`src/rtl/irq_cause_ctrl.sv`:
```
module irq_cause_ctrl #(
  parameter int EVT_W  = 7,
  parameter int DATA_W = 32,
  parameter int ADDR_W = 2
) (
  input  logic              clk,
  input  logic              rst_n,
  input  logic              reg_wr,
  input  logic              reg_rd,
  input  logic [ADDR_W-1:0] reg_addr,
  input  logic [DATA_W-1:0] reg_wdata,
  output logic [DATA_W-1:0] reg_rdata,
  input  logic [EVT_W-1:0]  evt_i,
  output logic              irq_o
);
  localparam logic [ADDR_W-1:0] A_CAUSE = ADDR_W'(0);
  localparam logic [ADDR_W-1:0] A_CSET  = ADDR_W'(1);
  localparam logic [ADDR_W-1:0] A_MSET  = ADDR_W'(2);
  localparam logic [ADDR_W-1:0] A_MCLR  = ADDR_W'(3);
  localparam logic [DATA_W-1:0] SUMMARY = {1'b1, {(DATA_W-1){1'b0}}};

  logic [DATA_W-1:0] cause_q, mask_q, cause_raw, cause_d, mask_d, evt_ext;
  logic irq_q;

  wire rd_cause = reg_rd && reg_addr == A_CAUSE;
  wire wr_cause = reg_wr && reg_addr == A_CAUSE;
  wire wr_cset  = reg_wr && reg_addr == A_CSET;
  wire wr_mset  = reg_wr && reg_addr == A_MSET;
  wire wr_mclr  = reg_wr && reg_addr == A_MCLR;

  assign evt_ext   = {{(DATA_W-EVT_W){1'b0}}, evt_i};
  assign cause_raw = ((rd_cause ? '0 : cause_q) & ~(wr_cause ? reg_wdata : '0))
                   | (wr_cset ? reg_wdata : '0) | evt_ext;
  assign cause_d   = (|cause_raw) ? (cause_raw | SUMMARY) : cause_raw;
  assign mask_d    = (mask_q | (wr_mset ? reg_wdata : '0)) & ~(wr_mclr ? reg_wdata : '0);

  always_ff @(posedge clk) begin
    if (!rst_n) begin
      cause_q <= '0;
      mask_q  <= '0;
      irq_q   <= 1'b0;
    end else begin
      cause_q <= cause_d;
      mask_q  <= mask_d;
      irq_q   <= |(cause_d & mask_d);
    end
  end

  always_comb begin
    reg_rdata = '0;
    if (reg_rd) begin
      if (reg_addr == A_CAUSE || reg_addr == A_CSET) reg_rdata = cause_q;
      else if (reg_addr == A_MSET || reg_addr == A_MCLR) reg_rdata = mask_q;
    end
  end

  assign irq_o = irq_q;
endmodule

```
`config.mk`:
```
export PLATFORM = sky130hd
export DESIGN_NAME = irq_cause_ctrl
export DESIGN_NICKNAME = d
export VERILOG_FILES = /design/src/rtl/irq_cause_ctrl.sv
export SDC_FILE = /design/constraint.sdc
export NUM_CORES = 1
export LEC_CHECK = 0
export ABC_AREA = 1
export BUFFER_PORTS_ARGS = -buffer_cell sky130_fd_sc_hd__buf_2
export CORE_MARGIN = 3
export CORE_UTILIZATION = 40
export CTS_CLUSTER_SIZE = 12
export DETAILED_ROUTE_END_ITERATION = 8
export GPL_TIMING_DRIVEN = 0
export PLACE_DENSITY = 0.68
export SYNTH_ARGS = -nofsm -noshare
export SYNTH_HDL_FRONTEND = slang
export SYNTH_SLANG_ARGS = --single-unit
```
`constraint.sdc`:
```
create_clock -name clk -period 1.48 [get_ports clk]
set_input_delay 0 -clock clk [delete_from_list [all_inputs] [get_ports clk]]
set_output_delay 0 -clock clk [all_outputs]
set_load 0.01 [all_outputs]
```
==> summary.txt, run 1 <==
Run status
  • Status: completed

Synth
  • Net Count, Synth: 756
  • Largest area contributor in the netlist: dfxtp_1
  • Syn. warnings: 0
  • Most frequent cell after synthesis: nor2_1
  • Dominant synthesized flop cell: dfxtp_1
  • Synth cell types: 23
  • Syn Area/Cell: 5.77 um2
  • Top cells by area, synth: dfxtp_1 (32%), nor2_1 (13%), inv_1 (12%)
  • Mapped Cells: 711
  • Mapped Area: 4100 um2
  • Most instantiated cells after synthesis: nor2_1 (145), inv_1 (131), nand2_1 (124), dfxtp_1 (65), a21oi_1 (62)
  • Synth Register Bits: 65
  • Number of synthesized flops with an enable pin: 0
  • Asr flop ratio synth: 0
  • Register area share after synthesis: 0.317
  • Area share of the largest cell type after synthesis: 0.317

Finish
  • Final net count: 843
  • Design area: 4830 um2
  • Layout area overhead: 17.8%
  • Fraction of layout cells with a size suffix above 1: 0.156
  • Diodes inserted: 0
  • Post-layout util: 0.490

Clock tree
  • H-tree levels: 3
  • CTS tree: yes
  • Clk Latency, worst-skew pair: 0.36 ns
  • CTS clk-pin slew, worst paths: 0.07 ns
  • Longest Clk Path Bufs: 2
  • CTS Buf Count: 9
  • Clk root buf: clkbuf_8
  • Clock sinks: 65

Worst setup path
  • Critical Path RT: 1.79 ns
  • Largest fanout on the critical path: 10
  • Cell mode on critical path: nand2_1
  • Crit-path max cell delay: 0.32 ns
  • Critical path, cell by cell: buf_4 -> inv_2 -> nand3_2 -> inv_2 -> buf_2 -> nand2_1 -> nand2_1 -> inv_1 -> nand2_1 -> nor2_1 -> nand2_1 -> nor2_1 -> nand2_1 -> nand3_1 -> nand2_1
  • Worst EP arrival: 1.68 ns
  • Crit-path slowest cell: buf_2
  • CP endpoint kind: register
  • CP Launch Type: input port
  • CP Class: input port to register

Route
  • Drt total wl: 15.1 mm
  • Antenna Nets Post-Route: 0
  • Post-route DRC: 0
  • Via Count: 4903
  • Average wire per standard cell: 16.1 um
  • Drt initial violations: 478
  • Router iterations before antenna repair: 8
  • DR vias/cell: 5.24

Timing
  • Clock skew: 0.00756 ns
  • RSZ-0062 raised after global routing: false
  • Fmax: 0.730 GHz
  • Max Transition Viols Final: 0
  • Final setup vio count: 0
  • Slew Limit Headroom: 0.558
  • Period utilization: 0.925
  • Hold Vio Cnt, Final: 0
  • Slew @ Worst Pin: 0.663 ns
  • Minimum clock period: 1.37 ns

Placement
  • PortBufs: 74
  • Cell Area, Placed: 4640 um2
  • Routability cong.: 0.928
  • Hpwl dp: 10.6 mm

Flow run
  • Max Cap Violations: 0

Pwr
  • Worst vdd ir: 0.410 mV
  • Leak: 2.46 nW
  • PD cells: 848 nW/um2

Global route
  • GRT Overall Usage: 0.260
  • Vias in the first global route: 4560
  • Grt total ovfl: 0
  • Initial antenna violation count: 0
  • Pin count of the biggest net entering global routing: 11
  • First-pass GRT wire length: 22.8 mm

Die
  • Rows: 36
  • Core area: 9860 um2
  • Die Ht: 107 um
  • Die area: 11500 um2
  • Initial Util: 0.416
  • I/O pin cnt: 78
  • Die width: 107 um

Hold path
  • Hold Crit Class: input port to register
## worst paths after layout
kind | from | endpoint | slack (ns) | cells past startpoint
max | reg_addr[1] | irq_o | 0.11 | 15
min | evt_i[5] | cause_q[5] | 0.003 | 4
max reg2reg | cause_q[0] | irq_o | 0.18 | 10
min reg2reg | mask_q[13] | mask_q[13] | 0.55 | 4
## per-layer routing
layer / share of wire / global-route usage / vias up
met5: 0 / 0 / -
li1: - / - / 2377
met3: 0.10 / 0.0516 / 32
met4: 0.027 / 0.101 / 0
met2: 0.48 / 0.438 / 264
met1: 0.39 / 0.327 / 2230
## metrics by stage
stage          worst slack (ns)  hold slack [ns]  std cells  TNS [ns]  power [W]
6_report                  0.111          0.00331        935         0    0.00410
5_1_grt                 0.00714           0.0413        935         0    0.00427
4_1_cts                  0.0445           0.0116        935         0    0.00409
3_5_place_dp             -0.218            0.242        918    -0.932    0.00275
3_3_place_gp             -0.200            0.246        918    -0.937    0.00273
2_1_floorplan             0.214            0.110        711         0    0.00241
## registers in the layout, indices dropped and copies added, names as in the netlist
register,flops
mask_q,32
cause_q,32
irq_o,1
## critical path: cells and delay by family
family	cells	cell delay, ns
buffers and inverters	5	0.86
AND/OR/NAND/NOR	10	0.80
## timing repair
item / in CTS / in global routing
gates cloned: 0 / 0
setup endpoints to repair: 8 / 14
endpoints found under the hold margin: 5 / 0
resized for setup: 1 / 10
buffers inserted: 0 / 0
hold buffers: 2 / 0
## cells by family after synthesis
group,count (synthesis),share of synthesized area
AO/OA/AOI/OAI,107,0.133
flip-flops,65,0.317
buffers and inverters,179,0.175
AND/OR/NAND/NOR,360,0.375
## placed cells by master, fill, tap and decap left out, types with 2 or more instances in the layout
cell	n
clkbuf_1	16
nand2_1	124
inv_2	6
o21ai_1	2
buf_6	2
nand4_1	35
nand3_1	51
o21bai_1	3
dlygate4sd3_1	2
o21ai_0	39
a21oi_1	62
buf_4	4
dfxtp_1	65
nor2_2	2
inv_1	131
nor2_1	144
clkbuf_2	6
buf_2	88
clkinv_2	2
clkbuf_8	10
## power by group
part	leakage [nW]	switching (W)	total, W	internal [W]
clock network	0.0822	0.000723	0.00136	0.000640
logic	1.84	0.000610	0.000889	0.000280
registers	0.530	0.0000265	0.00185	0.00182
total	2.46	0.00136	0.00410	0.00274
## layout make-up
class	instances	area [um2]
Fill cell	1034	5030
Multi-Input combinational cell	467	2090
Sequential cell	65	1300
Inverter	138	518
Timing Repair Buffer	76	390
Buffer	41	209
Tap cell	133	166
Clock buffer	12	145
Clock inverter	3	17.5
No activity file was read; power rests on OpenSTA's default activity.
==> run 2, diff against run 1 <==
CORE_MARGIN = not set   (was 3)
GPL_ROUTABILITY_DRIVEN = 0   (was not set)
REMOVE_ABC_BUFFERS = 1   (was not set)
==> run 2 against run 1 <==
Compared with the run above: critical endpoint unchanged; non-clock buffer count fell by 29; total power rose by 7.0%; clock skew up 0.0044 ns; via count shrank 4.6%; critical path type unchanged.
==> summary.txt, run 2 (synthesis gave the netlist of run 1 again) <==
Route
  • Drt initial violations: 269
  • Router iterations before antenna repair: 5
  • Average wire per standard cell: 14.3 um
  • Drt total wl: 13.0 mm
  • Antenna Nets Post-Route: 0
  • Via Count: 4677
  • DR vias/cell: 5.13
  • Post-route DRC: 0

Finish
  • Fraction of layout cells with a size suffix above 1: 0.153
  • Layout area overhead: 20.0%
  • Most frequent cells in the layout: nor2_1 (144), inv_1 (130), nand2_1 (124)
  • Post-layout util: 0.499
  • Final net count: 818
  • Diodes inserted: 0
  • Reg area: 1300 um2
  • Fillers: 1019
  • Area of the multi-input gates: 2160 um2
  • Commonest non-fill, non-tap cell in the layout: nor2_1

Timing
  • Final setup vio count: 0
  • Slew @ Worst Pin: 1.18 ns
  • Max Transition Viols Final: 0
  • Worst hold slack: 0.00455 ns
  • Minimum clock period: 1.35 ns
  • Slew Limit Headroom: 0.215
  • Fmax: 0.739 GHz
  • Setup TNS: 0 ns
  • Hold Vio Cnt, Final: 0
  • Clock skew: 0.0120 ns
  • Period utilization: 0.915

Worst setup path
  • CP Launch Type: input port
  • CP Class: input port to register
  • Critical Path RT: 1.73 ns
  • CP endpoint kind: register
  • Largest fanout on the critical path: 12
  • Worst EP arrival: 1.60 ns

Die
  • Initial Util: 0.416
  • I/O pin cnt: 78
  • Die width: 103 um
  • Die Ht: 103 um
  • Rows: 36
  • Core area: 9860 um2
  • Die area: 10700 um2

Clock tree
  • Clk root buf: clkbuf_8
  • Longest Clk Path Bufs: 2
  • H-tree levels: 3
  • CTS clk-pin slew, worst paths: 0.08 ns
  • CTS Buf Count: 9
  • CTS tree: yes
  • Clock sinks: 65
  • Clk Latency, worst-skew pair: 0.36 ns

Pwr
  • Worst vdd ir: 0.478 mV
  • PD cells: 891 nW/um2
  • Leak: 2.46 nW

Global route
  • GRT Overall Usage: 0.254
  • Pin count of the biggest net entering global routing: 65
  • First-pass GRT wire length: 20.6 mm
  • Vias in the first global route: 4291
  • Initial antenna violation count: 0
  • Grt total ovfl: 0

Placement
  • Hpwl dp: 7.44 mm
  • PortBufs: 77

Run status
  • Status: completed

Flow run
  • Max Cap Violations: 0

Hold path
  • Hold Crit Class: input port to register
[run 2: cell count changes in the layout (fill, tap and decap cells not counted), moves of 2 or more]
| cell | delta |
|---|---|
| buf_12 | +2 |
| buf_2 | -15 |
| buf_4 | +4 |
| bufinv_16 | +2 |
| clkbuf_1 | -15 |
| clkbuf_2 | -6 |
| clkinvlp_4 | +2 |
| nand3_4 | +3 |
[run 2: final timing paths]
path	from	endpoint	slack, ns	depth (start not counted)
worst max-delay path	reg_addr[0]	irq_o	0.13	14
worst min-delay path	reg_wdata[5]	mask_q[5]	0.005	5
worst max register to register	cause_q[0]	irq_o	0.15	10
worst min register to register	mask_q[5]	mask_q[5]	0.54	4
[run 2: what timing repair did]
item	4_1_cts	5_1_grt
gates resized for setup	13	10
buffers inserted	7	1
endpoints found under the hold margin	2	0
hold buffers	2	0
setup endpoints to repair	63	2
cloned	4	1
pin swaps	2	1
[run 2: final cells by class]
class	count	area share
Clock buffer	10	0.0259
Clock inverter	6	0.0168
Inverter	138	0.106
Multi-Input combinational cell	470	0.438
Sequential cell	65	0.264
Tap cell	133	0.0338
Timing Repair Buffer	88	0.113
Timing Repair inverter	1	0.00152
[run 2: through the flow]
step                setup slack, ns  std cells  power (W)  cell area [um2]
global placement              -2.53        880    0.00264             4450
floorplan                   0.00706        670    0.00232             3900
detailed placement            -1.46        880    0.00266             4460
CTS                        0.000695        909    0.00438             4870
global route               -0.00813        911    0.00460             4930
finish                        0.126        911    0.00439             4930
[run 2: critical path, stage by stage]
cell and delay [ns]:
buf_4 0.20, nor2_8 0.25, buf_6 0.18, nand3_1 0.07, nand3_1 0.08, nand2_1 0.07, inv_1 0.08, nand2_1 0.06
nor2_1 0.17, nand2_1 0.10, nor2_1 0.12, nand2_1 0.09, nand3_1 0.07, nand2_1 0.05
[run 2: routing by layer]
metal / wire [um] / vias up / global-route usage
met1: 5640 / 2130 / 0.329
met5: 0 / - / 0
met2: 6290 / 181 / 0.424
met4: 286 / 0 / 0.128
li1: - / 2345 / -
met3: 793 / 21 / 0.0242
[run 2: where the power goes]
group	total [W]	switching (W)	internal, W
logic	0.000867	0.000573	0.000294
clock network	0.00167	0.000734	0.000940
registers	0.00185	0.0000263	0.00182
total	0.00439	0.00133	0.00305
